--- config.mk ---
export PLATFORM = sky130hd
export DESIGN_NAME = clkmode_ctrl
export DESIGN_NICKNAME = d
export VERILOG_FILES = /design/src/rtl/clkmode_pkg.sv /design/src/rtl/clkmode_regs.sv /design/src/rtl/clkmode_tdiv.sv /design/src/rtl/clkmode_gate.sv /design/src/rtl/clkmode_ctrl.sv
export SDC_FILE = /design/constraint.sdc
export NUM_CORES = 1
export LEC_CHECK = 0
export CELL_PAD_IN_SITES_DETAIL_PLACEMENT = 0
export CELL_PAD_IN_SITES_GLOBAL_PLACEMENT = 1
export CORE_AREA = 2 2 105 107
export DETAILED_ROUTE_END_ITERATION = 7
export DIE_AREA = 0 0 107 109
export GPL_TIMING_DRIVEN = 0
export PLACE_DENSITY = 0.83
export RECOVER_POWER = 100
export SLEW_MARGIN = 20
export SYNTH_ARGS = -nofsm -noshare
export SYNTH_HDL_FRONTEND = slang
export SYNTH_SLANG_ARGS = --single-unit
--- constraint.sdc ---
create_clock -name clk -period 1.3 [get_ports clk]
set_clock_uncertainty 0.05 [all_clocks]
set_input_delay 0.325 -clock clk [delete_from_list [all_inputs] [get_ports clk]]
set_output_delay 0.325 -clock clk [all_outputs]
set_load 0.05 [all_outputs]
--- src/rtl/clkmode_pkg.sv ---
package clkmode_pkg;
  typedef enum logic [1:0] {
    MODE_NORMAL = 2'b00,
    MODE_TEST   = 2'b01,
    MODE_SPREAD = 2'b10,
    MODE_HIZ    = 2'b11
  } mode_e;

  localparam logic [7:0] CFG_RESET     = 8'h0C;
  localparam int         BIT_SS_DOWN   = 5;
  localparam int         BIT_SS_NARROW = 4;
  localparam int         BIT_FSEL0     = 2;
endpackage

--- src/rtl/clkmode_regs.sv ---
module clkmode_regs
  import clkmode_pkg::*;
#(
  parameter int N_OUT = 22,
  parameter int AW    = 2
) (
  input  logic             clk,
  input  logic             rst,
  input  logic             wr_en,
  input  logic [AW-1:0]    wr_addr,
  input  logic [7:0]       wr_data,
  output logic [7:0]       cfg_q,
  output logic [N_OUT-1:0] en_q
);
  always_ff @(posedge clk) begin
    if (rst) cfg_q <= CFG_RESET;
    else if (wr_en && wr_addr == '0) cfg_q <= wr_data;
  end

  // enable byte k+1 covers outputs 8k .. 8k+7
  always_ff @(posedge clk) begin
    if (rst) begin
      en_q <= '1;
    end else if (wr_en) begin
      for (int i = 0; i < N_OUT; i++) begin
        if (wr_addr == AW'(i / 8 + 1)) en_q[i] <= wr_data[i % 8];
      end
    end
  end
endmodule

--- src/rtl/clkmode_tdiv.sv ---
module clkmode_tdiv #(
  parameter int RATIO = 2
) (
  input  logic clk,
  input  logic rst,
  input  logic run,
  input  logic level,
  output logic q
);
  generate
    if (RATIO <= 1) begin : g_pass
      always_ff @(posedge clk) begin
        if (rst) q <= 1'b0;
        else     q <= run & level;
      end
    end else begin : g_div
      localparam int HALF = RATIO / 2;
      localparam int CW   = (HALF > 1) ? $clog2(HALF) : 1;
      logic          prev;
      logic [CW-1:0] cnt;
      logic          rise;
      assign rise = level & ~prev;
      always_ff @(posedge clk) begin
        if (rst) begin
          prev <= 1'b0;
          cnt  <= '0;
          q    <= 1'b0;
        end else begin
          prev <= level;
          if (!run) begin
            cnt <= '0;
            q   <= 1'b0;
          end else if (rise) begin
            if (cnt == '0) q <= ~q;
            cnt <= (cnt == CW'(HALF - 1)) ? '0 : cnt + 1'b1;
          end
        end
      end
    end
  endgenerate
endmodule

--- src/rtl/clkmode_gate.sv ---
module clkmode_gate (
  input  logic clk,
  input  logic rst,
  input  logic src,
  input  logic want,
  input  logic hiz,
  output logic gate_o,
  output logic q
);
  // enable is re-sampled only while the source sits low
  always_ff @(posedge clk) begin
    if (rst) begin
      gate_o <= 1'b1;
      q      <= 1'b0;
    end else begin
      q <= src & gate_o & ~hiz;
      if (!src) gate_o <= want;
    end
  end
endmodule

--- src/rtl/clkmode_ctrl.sv ---
module clkmode_ctrl
  import clkmode_pkg::*;
#(
  parameter int N_CPU   = 2,
  parameter int N_SDR   = 8,
  parameter int N_PCI   = 6,
  parameter int N_REF   = 3,
  parameter int N_FIX   = 2,
  parameter int DIV_CPU = 2,
  parameter int DIV_SDR = 2,
  parameter int DIV_PCI = 4,
  parameter int DIV_REF = 1,
  parameter int DIV_HI  = 2,
  parameter int DIV_LO  = 4,
  parameter int AW      = 2
) (
  input  logic clk,
  input  logic rst,
  input  logic wr_en,
  input  logic [AW-1:0] wr_addr,
  input  logic [7:0] wr_data,
  input  logic test_clk,
  input  logic cpu_src,
  input  logic sdr_src,
  input  logic pci_src,
  input  logic ref_src,
  input  logic hi_src,
  input  logic lo_src,
  input  logic cpu_stop_n,
  input  logic pci_stop_n,
  output logic [N_CPU+N_SDR+N_PCI+N_REF+N_FIX:0] clk_out,
  output logic [N_CPU+N_SDR+N_PCI+N_REF+N_FIX:0] clk_oe,
  output logic spread_en,
  output logic spread_down,
  output logic spread_narrow
);
  localparam int N_OUT = N_CPU + N_SDR + N_PCI + 1 + N_REF + N_FIX;
  localparam int O_SDR = N_CPU;
  localparam int O_PCI = O_SDR + N_SDR;
  localparam int O_PCF = O_PCI + N_PCI;
  localparam int O_REF = O_PCF + 1;
  localparam int O_FIX = O_REF + N_REF;

  logic [7:0]       cfg_q;
  logic [N_OUT-1:0] en_q;
  mode_e            mode;
  logic             test_on, hiz_on;
  logic [5:0]       pll_q;   // 0 cpu, 1 sdr, 2 pci, 3 ref, 4 hi, 5 lo
  logic             d_cpu, d_sdr, d_pci, d_ref, d_hi, d_lo;
  logic [N_OUT-1:0] src_v, want_v, gate_v;

  clkmode_regs #(.N_OUT(N_OUT), .AW(AW)) u_regs (
    .clk(clk), .rst(rst), .wr_en(wr_en), .wr_addr(wr_addr),
    .wr_data(wr_data), .cfg_q(cfg_q), .en_q(en_q)
  );

  assign mode    = mode_e'(cfg_q[1:0]);
  assign test_on = (mode == MODE_TEST);
  assign hiz_on  = (mode == MODE_HIZ);

  assign spread_en     = (mode == MODE_SPREAD);
  assign spread_down   = spread_en & cfg_q[BIT_SS_DOWN];
  assign spread_narrow = spread_en & cfg_q[BIT_SS_NARROW];

  always_ff @(posedge clk) begin
    if (rst) pll_q <= '0;
    else     pll_q <= {lo_src, hi_src, ref_src, pci_src, sdr_src, cpu_src};
  end

  clkmode_tdiv #(.RATIO(DIV_CPU)) u_div_cpu (.clk(clk), .rst(rst), .run(test_on), .level(test_clk), .q(d_cpu));
  clkmode_tdiv #(.RATIO(DIV_SDR)) u_div_sdr (.clk(clk), .rst(rst), .run(test_on), .level(test_clk), .q(d_sdr));
  clkmode_tdiv #(.RATIO(DIV_PCI)) u_div_pci (.clk(clk), .rst(rst), .run(test_on), .level(test_clk), .q(d_pci));
  clkmode_tdiv #(.RATIO(DIV_REF)) u_div_ref (.clk(clk), .rst(rst), .run(test_on), .level(test_clk), .q(d_ref));
  clkmode_tdiv #(.RATIO(DIV_HI))  u_div_hi  (.clk(clk), .rst(rst), .run(test_on), .level(test_clk), .q(d_hi));
  clkmode_tdiv #(.RATIO(DIV_LO))  u_div_lo  (.clk(clk), .rst(rst), .run(test_on), .level(test_clk), .q(d_lo));

  generate
    for (genvar i = 0; i < N_OUT; i++) begin : g_out
      if (i < O_SDR) begin : g_cpu
        assign src_v[i]  = test_on ? d_cpu : pll_q[0];
        assign want_v[i] = en_q[i] & cpu_stop_n;
      end else if (i < O_PCI) begin : g_sdr
        assign src_v[i]  = test_on ? d_sdr : pll_q[1];
        assign want_v[i] = en_q[i];
      end else if (i < O_PCF) begin : g_pci
        assign src_v[i]  = test_on ? d_pci : pll_q[2];
        assign want_v[i] = en_q[i] & pci_stop_n;
      end else if (i < O_REF) begin : g_pcf
        assign src_v[i]  = test_on ? d_pci : pll_q[2];
        assign want_v[i] = en_q[i];
      end else if (i < O_FIX) begin : g_ref
        assign src_v[i]  = test_on ? d_ref : pll_q[3];
        assign want_v[i] = en_q[i];
      end else begin : g_fix
        logic sel;
        assign sel       = cfg_q[BIT_FSEL0 + i - O_FIX];
        assign src_v[i]  = test_on ? (sel ? d_hi : d_lo) : (sel ? pll_q[4] : pll_q[5]);
        assign want_v[i] = en_q[i];
      end

      clkmode_gate u_gate (
        .clk(clk), .rst(rst), .src(src_v[i]), .want(want_v[i]),
        .hiz(hiz_on), .gate_o(gate_v[i]), .q(clk_out[i])
      );
    end
  endgenerate

  always_ff @(posedge clk) begin
    if (rst) clk_oe <= '0;
    else     clk_oe <= {N_OUT{~hiz_on}};
  end
endmodule

Word-level counts from Yosys, hierarchy flattened:

Cells that the tools add are included.

* multiplexer cells: 15
* bitwise logic cells: 69
* reduce and logical (&&, ||, !) cells: 11
* $add $sub $neg: 5
* equality and inequality tests: 6

Operator list (number)
* 1-bit AND: 56
* 2-bit AND reduction: 8
* 1-bit two-way mux: 15
* 1-bit NOT: 13
* 2-bit == test (second input constant): 4
* 1-bit adder (second input constant): 5
* 2-bit by 1-bit == test with 1-bit output (second input constant): 2
* 2-bit zero test: 1
* 2-bit OR reduction: 1
* 1-bit logical AND: 1

* bits of input ports: 22
* output and inout bits: 47
* bits in registers: 91

Depth between registers and ports, before layout:

* depth in word-level cells: 4
* gate-level depth with buffers: 5
* mapped depth without buffers: 3

Cells and area by module:

Synthesis repeated with hierarchy kept, for this count alone.

* cell total of the unflattened synthesis: 367
* area total of the unflattened synthesis: 3748.6 um^2

By module, submodules not included
* clkmode_gate: sequential area each 40.0 um^2, instances 22, cells each 7, area an instance 67.6 um^2
* clkmode_regs: sequential area each 600.6 um^2, instances 1, cells each 116, area an instance 1201.2 um^2
* clkmode_ctrl: sequential area each 140.1 um^2, instances 1, cells each 55, area an instance 555.5 um^2
* clkmode_tdiv at u_div_cpu ...: sequential area each 40.0 um^2, instances 3, cells each 6, area an instance 81.3 um^2
* clkmode_tdiv at u_div_lo ...: sequential area each 60.1 um^2, instances 2, cells each 11, area an instance 116.4 um^2
* clkmode_tdiv at u_div_ref: sequential area each 20.0 um^2, instances 1, cells each 2, area an instance 28.8 um^2

Worst setup path before layout:

No wires, ideal clock.

* kind: flip-flop to output port
* start point: reg u_regs.cfg_q[1]
* end point: out spread_down
* path slack: -0.856 ns
* cell stages (with the launch flop): 4
* data arrival time: 1.781 ns
* data required time: 0.925 ns
* path buffers: 1
* path through: dfxtp_1 -> buf_4 -> nor2b_1 -> and2_1

* longest elaborated chain between the ends: 2

Ends and longest elaborated chain
* start: declaration: RTL line clkmode_regs.sv:12 `output logic [7:0] cfg_q,`
* start signal: assignment: RTL line clkmode_regs.sv:17 `else if (wr_en && wr_addr == '0) cfg_q <= wr_data;`
* 2-bit == test: RTL line clkmode_ctrl.sv:61 `assign spread_en = (mode == MODE_SPREAD);`
* net spread_en: RTL line clkmode_ctrl.sv:33 `output logic spread_en,`
* 1-bit AND: RTL line clkmode_ctrl.sv:62 `assign spread_down = spread_en & cfg_q[BIT_SS_DOWN];`
* end: declaration: RTL line clkmode_ctrl.sv:34 `output logic spread_down,`

The timed path passes the listed nets, and every way through them passes these cells.

Worst setup path in the final report:

* start point: reg u_regs.cfg_q[1]
* end point: out spread_narrow

* longest elaborated chain between the ends: 2

Ends and longest elaborated chain
* 2-bit == test: RTL line clkmode_ctrl.sv:61
* 1-bit AND: RTL line clkmode_ctrl.sv:63 `assign spread_narrow = spread_en & cfg_q[BIT_SS_NARROW];`
* end: declaration: RTL line clkmode_ctrl.sv:35 `output logic spread_narrow`

Every way passes these cells.

==> reports/results.txt <==
The run finished, with violations left. The final reports fail on negative setup slack. Post-synthesis to final-layout area growth: 45.6%.

Yosys mapped a number of flops with a built-in enable equal to 0. The logs give 612 MHz for the achievable clock frequency and 380 for the count of mapped cells out of synthesis. The area of the mapped netlist was 3630 sq um; the number of nets in the layout was 473. The library cells used most frequently in the layout, excluding fill and tap cells, are dfxtp_1, buf_8, nor2_1. The number of hold buffers added after CTS was 0. The detailed placer's ending HPWL was 5550 um; the share of flip-flops with an asynchronous set or reset was 0%.

The die covers 11,700 sq um. The tools report the static power due to leakage as 2.23 nW. Data arrives at the worst endpoint at 1.26 ns. At the end of the flow the core is filled with cells to 49.8%.

The die boundary width is 107 um. The multi-input combinational cells in the finished layout cover a total of 1630 sq um. Cells with a size suffix above 1 make up 33.2% of the layout.

The per-instance average area after synthesis is 9.55 sq um. The design area was 5280 sq um; the initial standard-cell utilization of the core was 34.2%. The via count normalized by instance count was 4.48. In this run, distinct cell masters in the synthesized netlist total 31. Endpoint type of the worst setup path: an output pin.

After floorplanning, the core was divided into 38 placement rows. In the final routed layout, each cell accounts on average for 13.9 um. The layout has 914 filler cells. For the pin with the worst max-slew slack, the measured transition is 0.554 ns. The die is 109 um tall. Internal power comes to 4.52 mW. The number of maximum-capacitance constraint violations is 0. The global router's overall resource usage is 14.5%. The pre-antenna-repair detailed-routing pass consisted of 4 iterations. The sequential share of power came out at 47.9%. The worst-path maximum fanout is 3. The number of synthesis warnings is 0, and the placed cell count is 586. In this run the top signal layer used is met4. The first global-routing pass estimated 13,200 um of wire.

The synthesized netlist net count came out at 402. The shortest period the worst path allows is 1.63 ns. For this design the top-level I/O count stands at 69.

The tools report the via count of the first global-routing pass as 2,595. The total count of hold-check failures in the final report is 0, and the sequential cell area in the final layout is 1780 sq um. After detailed routing, the wire length on met1 is 3740 um.

The clock net in this run drives a total of 88 sinks. In this run the remaining antenna-violating nets after routing total 0. In this run, the clock network consumes 34.2% of the power. After layout, the design draws a total of 6.06 mW. The logs give 153 for the number of design-rule violations left by the first detailed-router iteration and 2 for the buffer levels on the longest clock path. In this run, synthesis produced a sequential element count of 88. The total via count after detailed routing was 2,665; the final critical-path share of the clock period was 126%.

The logs give 4130 um for the met2 wire length and 0.35 ns for the clock network latency to the later pin of the worst-skew pair. Summed over all nets, the switching power comes to 1.54 mW. The wire length reported by the detailed router was 8270 um.

Switching power share of the total: 25.4%. In the synthesized netlist the dominant register cell turns out to be dfxtp_1. The count of buffers added on input and output ports is 66.

After detailed placement, the total cell area comes to 4500 sq um. The residual DRC count came out at 0. The tools report the antenna diode count as 0.

The clock transition at the registers of the reported paths was 0.08 ns. The run gives -0.333 ns as the smallest setup slack after layout. The share of the yosys chip area belonging to registers is 48.6%, and the required time reported for the critical path endpoint is 0.93 ns. The root buffer cell chosen for the clock tree is clkbuf_8. After routing, the total negative slack on setup checks comes to -8.39 ns.

CTS built an H-tree with a depth of 3. The run gives 0 as the max-slew violation total from the final report. The tools report the total of endpoints with negative setup slack in the final report as 63. For the filler-free cell count of the finished design, the log shows 595. Path category of the worst min-delay check: reg2reg. In this run, CTS created clock tree buffers numbering 9. The largest net degree at the start of global routing was 14; the area inside the core boundary was 10,600 sq um. Summed over all layers, the global routing overflow is 0. The tools report the category of the worst setup path launch point as a register. The tools report the max-slew headroom at the worst pin as 62.9%. The tools report the final estimated routing congestion in global placement as 0.787.

The library cell used most frequently in the layout, excluding fill and tap cells, is dfxtp_1. For the number of antenna violations at the first check in global routing, the log shows 0. Dividing total power by cell area gives a power density of 1150 nW/um^2.

Wire segments on met3 add up to 281 um in the final route. The run gives 17.9% as the combinational group share of total power. Category of the critical setup timing path: reg2out.

TritonCTS built the clock tree. Setup repair after global routing could not meet its margin everywhere. Across the VDD grid, the largest voltage drop is 0.000526 V.
power groups by stage:
| stage | Clock [mW] | Sequential, mW | Combinational (mW) |
|---|---|---|---|
| after floorplan | 0 | 2.94 | 0.626 |
| after global placement | 0 | 2.95 | 0.893 |
| after detailed placement | 0 | 2.95 | 0.903 |
| after CTS | 2.10 | 2.89 | 1.04 |
| after global routing | 2.24 | 2.92 | 1.15 |
| final | 2.08 | 2.90 | 1.09 |
stage by stage:
step / setup WS [ns] / hold WS (ns)
CTS: -0.331 / 0.349
global route: -0.373 / 0.434
global placement: -0.637 / 0.389
floorplan: -0.160 / 0.381
detailed placement: -0.641 / 0.394
finish: -0.333 / 0.409
area by class of cell:
type                       count  area share, %
clock inverter                 3           1.23
inverter                       2          0.142
sequential                    88           33.7
clock buffer                  12           2.94
multi-input combinational    228           30.9
timing repair buffer          84           21.5
tap                          140           3.32
buffer                        38           6.32
final timing paths:
kind | from | endpoint | slack (ns) | cells past startpoint
setup / recovery | u_regs.cfg_q[1] | spread_narrow | -0.33 | 4
hold reg to reg | g_out[15].u_gate.gate_o | g_out[15].u_gate.q | 0.41 | 1
setup reg to reg | u_regs.cfg_q[0] | g_out[3].u_gate.gate_o | -0.15 | 6
hold / removal | g_out[15].u_gate.gate_o | g_out[15].u_gate.q | 0.41 | 1
critical path, cell delays in order (launching register included):
cell and delay [ns]:
dfxtp_2 0.35, buf_6 0.10, nor2b_4 0.16, and2_4 0.16
buf_8 0.13
timing repair:
action / CTS / global route
setup endpoints to repair: 113 / 89
resized for setup: 394 / 64
pin swaps: 8 / 18
endpoints found under the hold margin: 0 / 0
gates cloned: 2 / 0
setup buffers: 12 / 4
routing by layer:
| layer | vias to the layer above | GRT usage, % |
|---|---|---|
| met1 | 1261 | 18.6 |
| met4 | 0 | 5.29 |
| li1 | 1345 | - |
| met2 | 50 | 24.8 |
| met3 | 9 | 2.15 |
| met5 | - | 0 |
cells by family (layout without fill, tap and decap cells):
group / Yosys count / in the layout / share of synthesized area (%)
flops: 88 / 88 / 48.6
buf+inv: 64 / 139 / 11.6
compound gates: 29 / 29 / 5.90
simple gates: 162 / 162 / 24.0
xor+xnor: 7 / 7 / 1.69
mux: 30 / 30 / 8.34
flip-flops by register name (all words and copies together) (netlist names):
signal,flops
u_div_lo.q,1
u_div_lo.g_div.prev,1
u_regs.en_q,22
g_out.u_gate.q,22
u_div_cpu.q,1
u_div_hi.q,1
clk_oe,1
g_out.u_gate.gate_o,22
u_div_pci.g_div.cnt,1
pll_q,6
u_div_ref.q,1
u_div_lo.g_div.cnt,1
u_div_sdr.q,1
u_div_pci.q,1
u_regs.cfg_q,6
synthesized netlist by cell type (4+ instances only):
cell type	count	area [sq um]
nand2b_1	6	37.5
buf_4	45	338
mux2i_1	28	280
nor2_1	46	173
dfxtp_1	88	1760
nor4b_1	4	35.0
and2_1	30	188
nand3b_1	20	150
xnor2_1	7	61.3
a211o_1	10	87.6
clkbuf_1	8	30.0
nand2_1	33	124
buf_2	8	40.0
a21oi_1	12	60.1
nor2b_1	11	68.8
(Power assumes the default switching activity.)
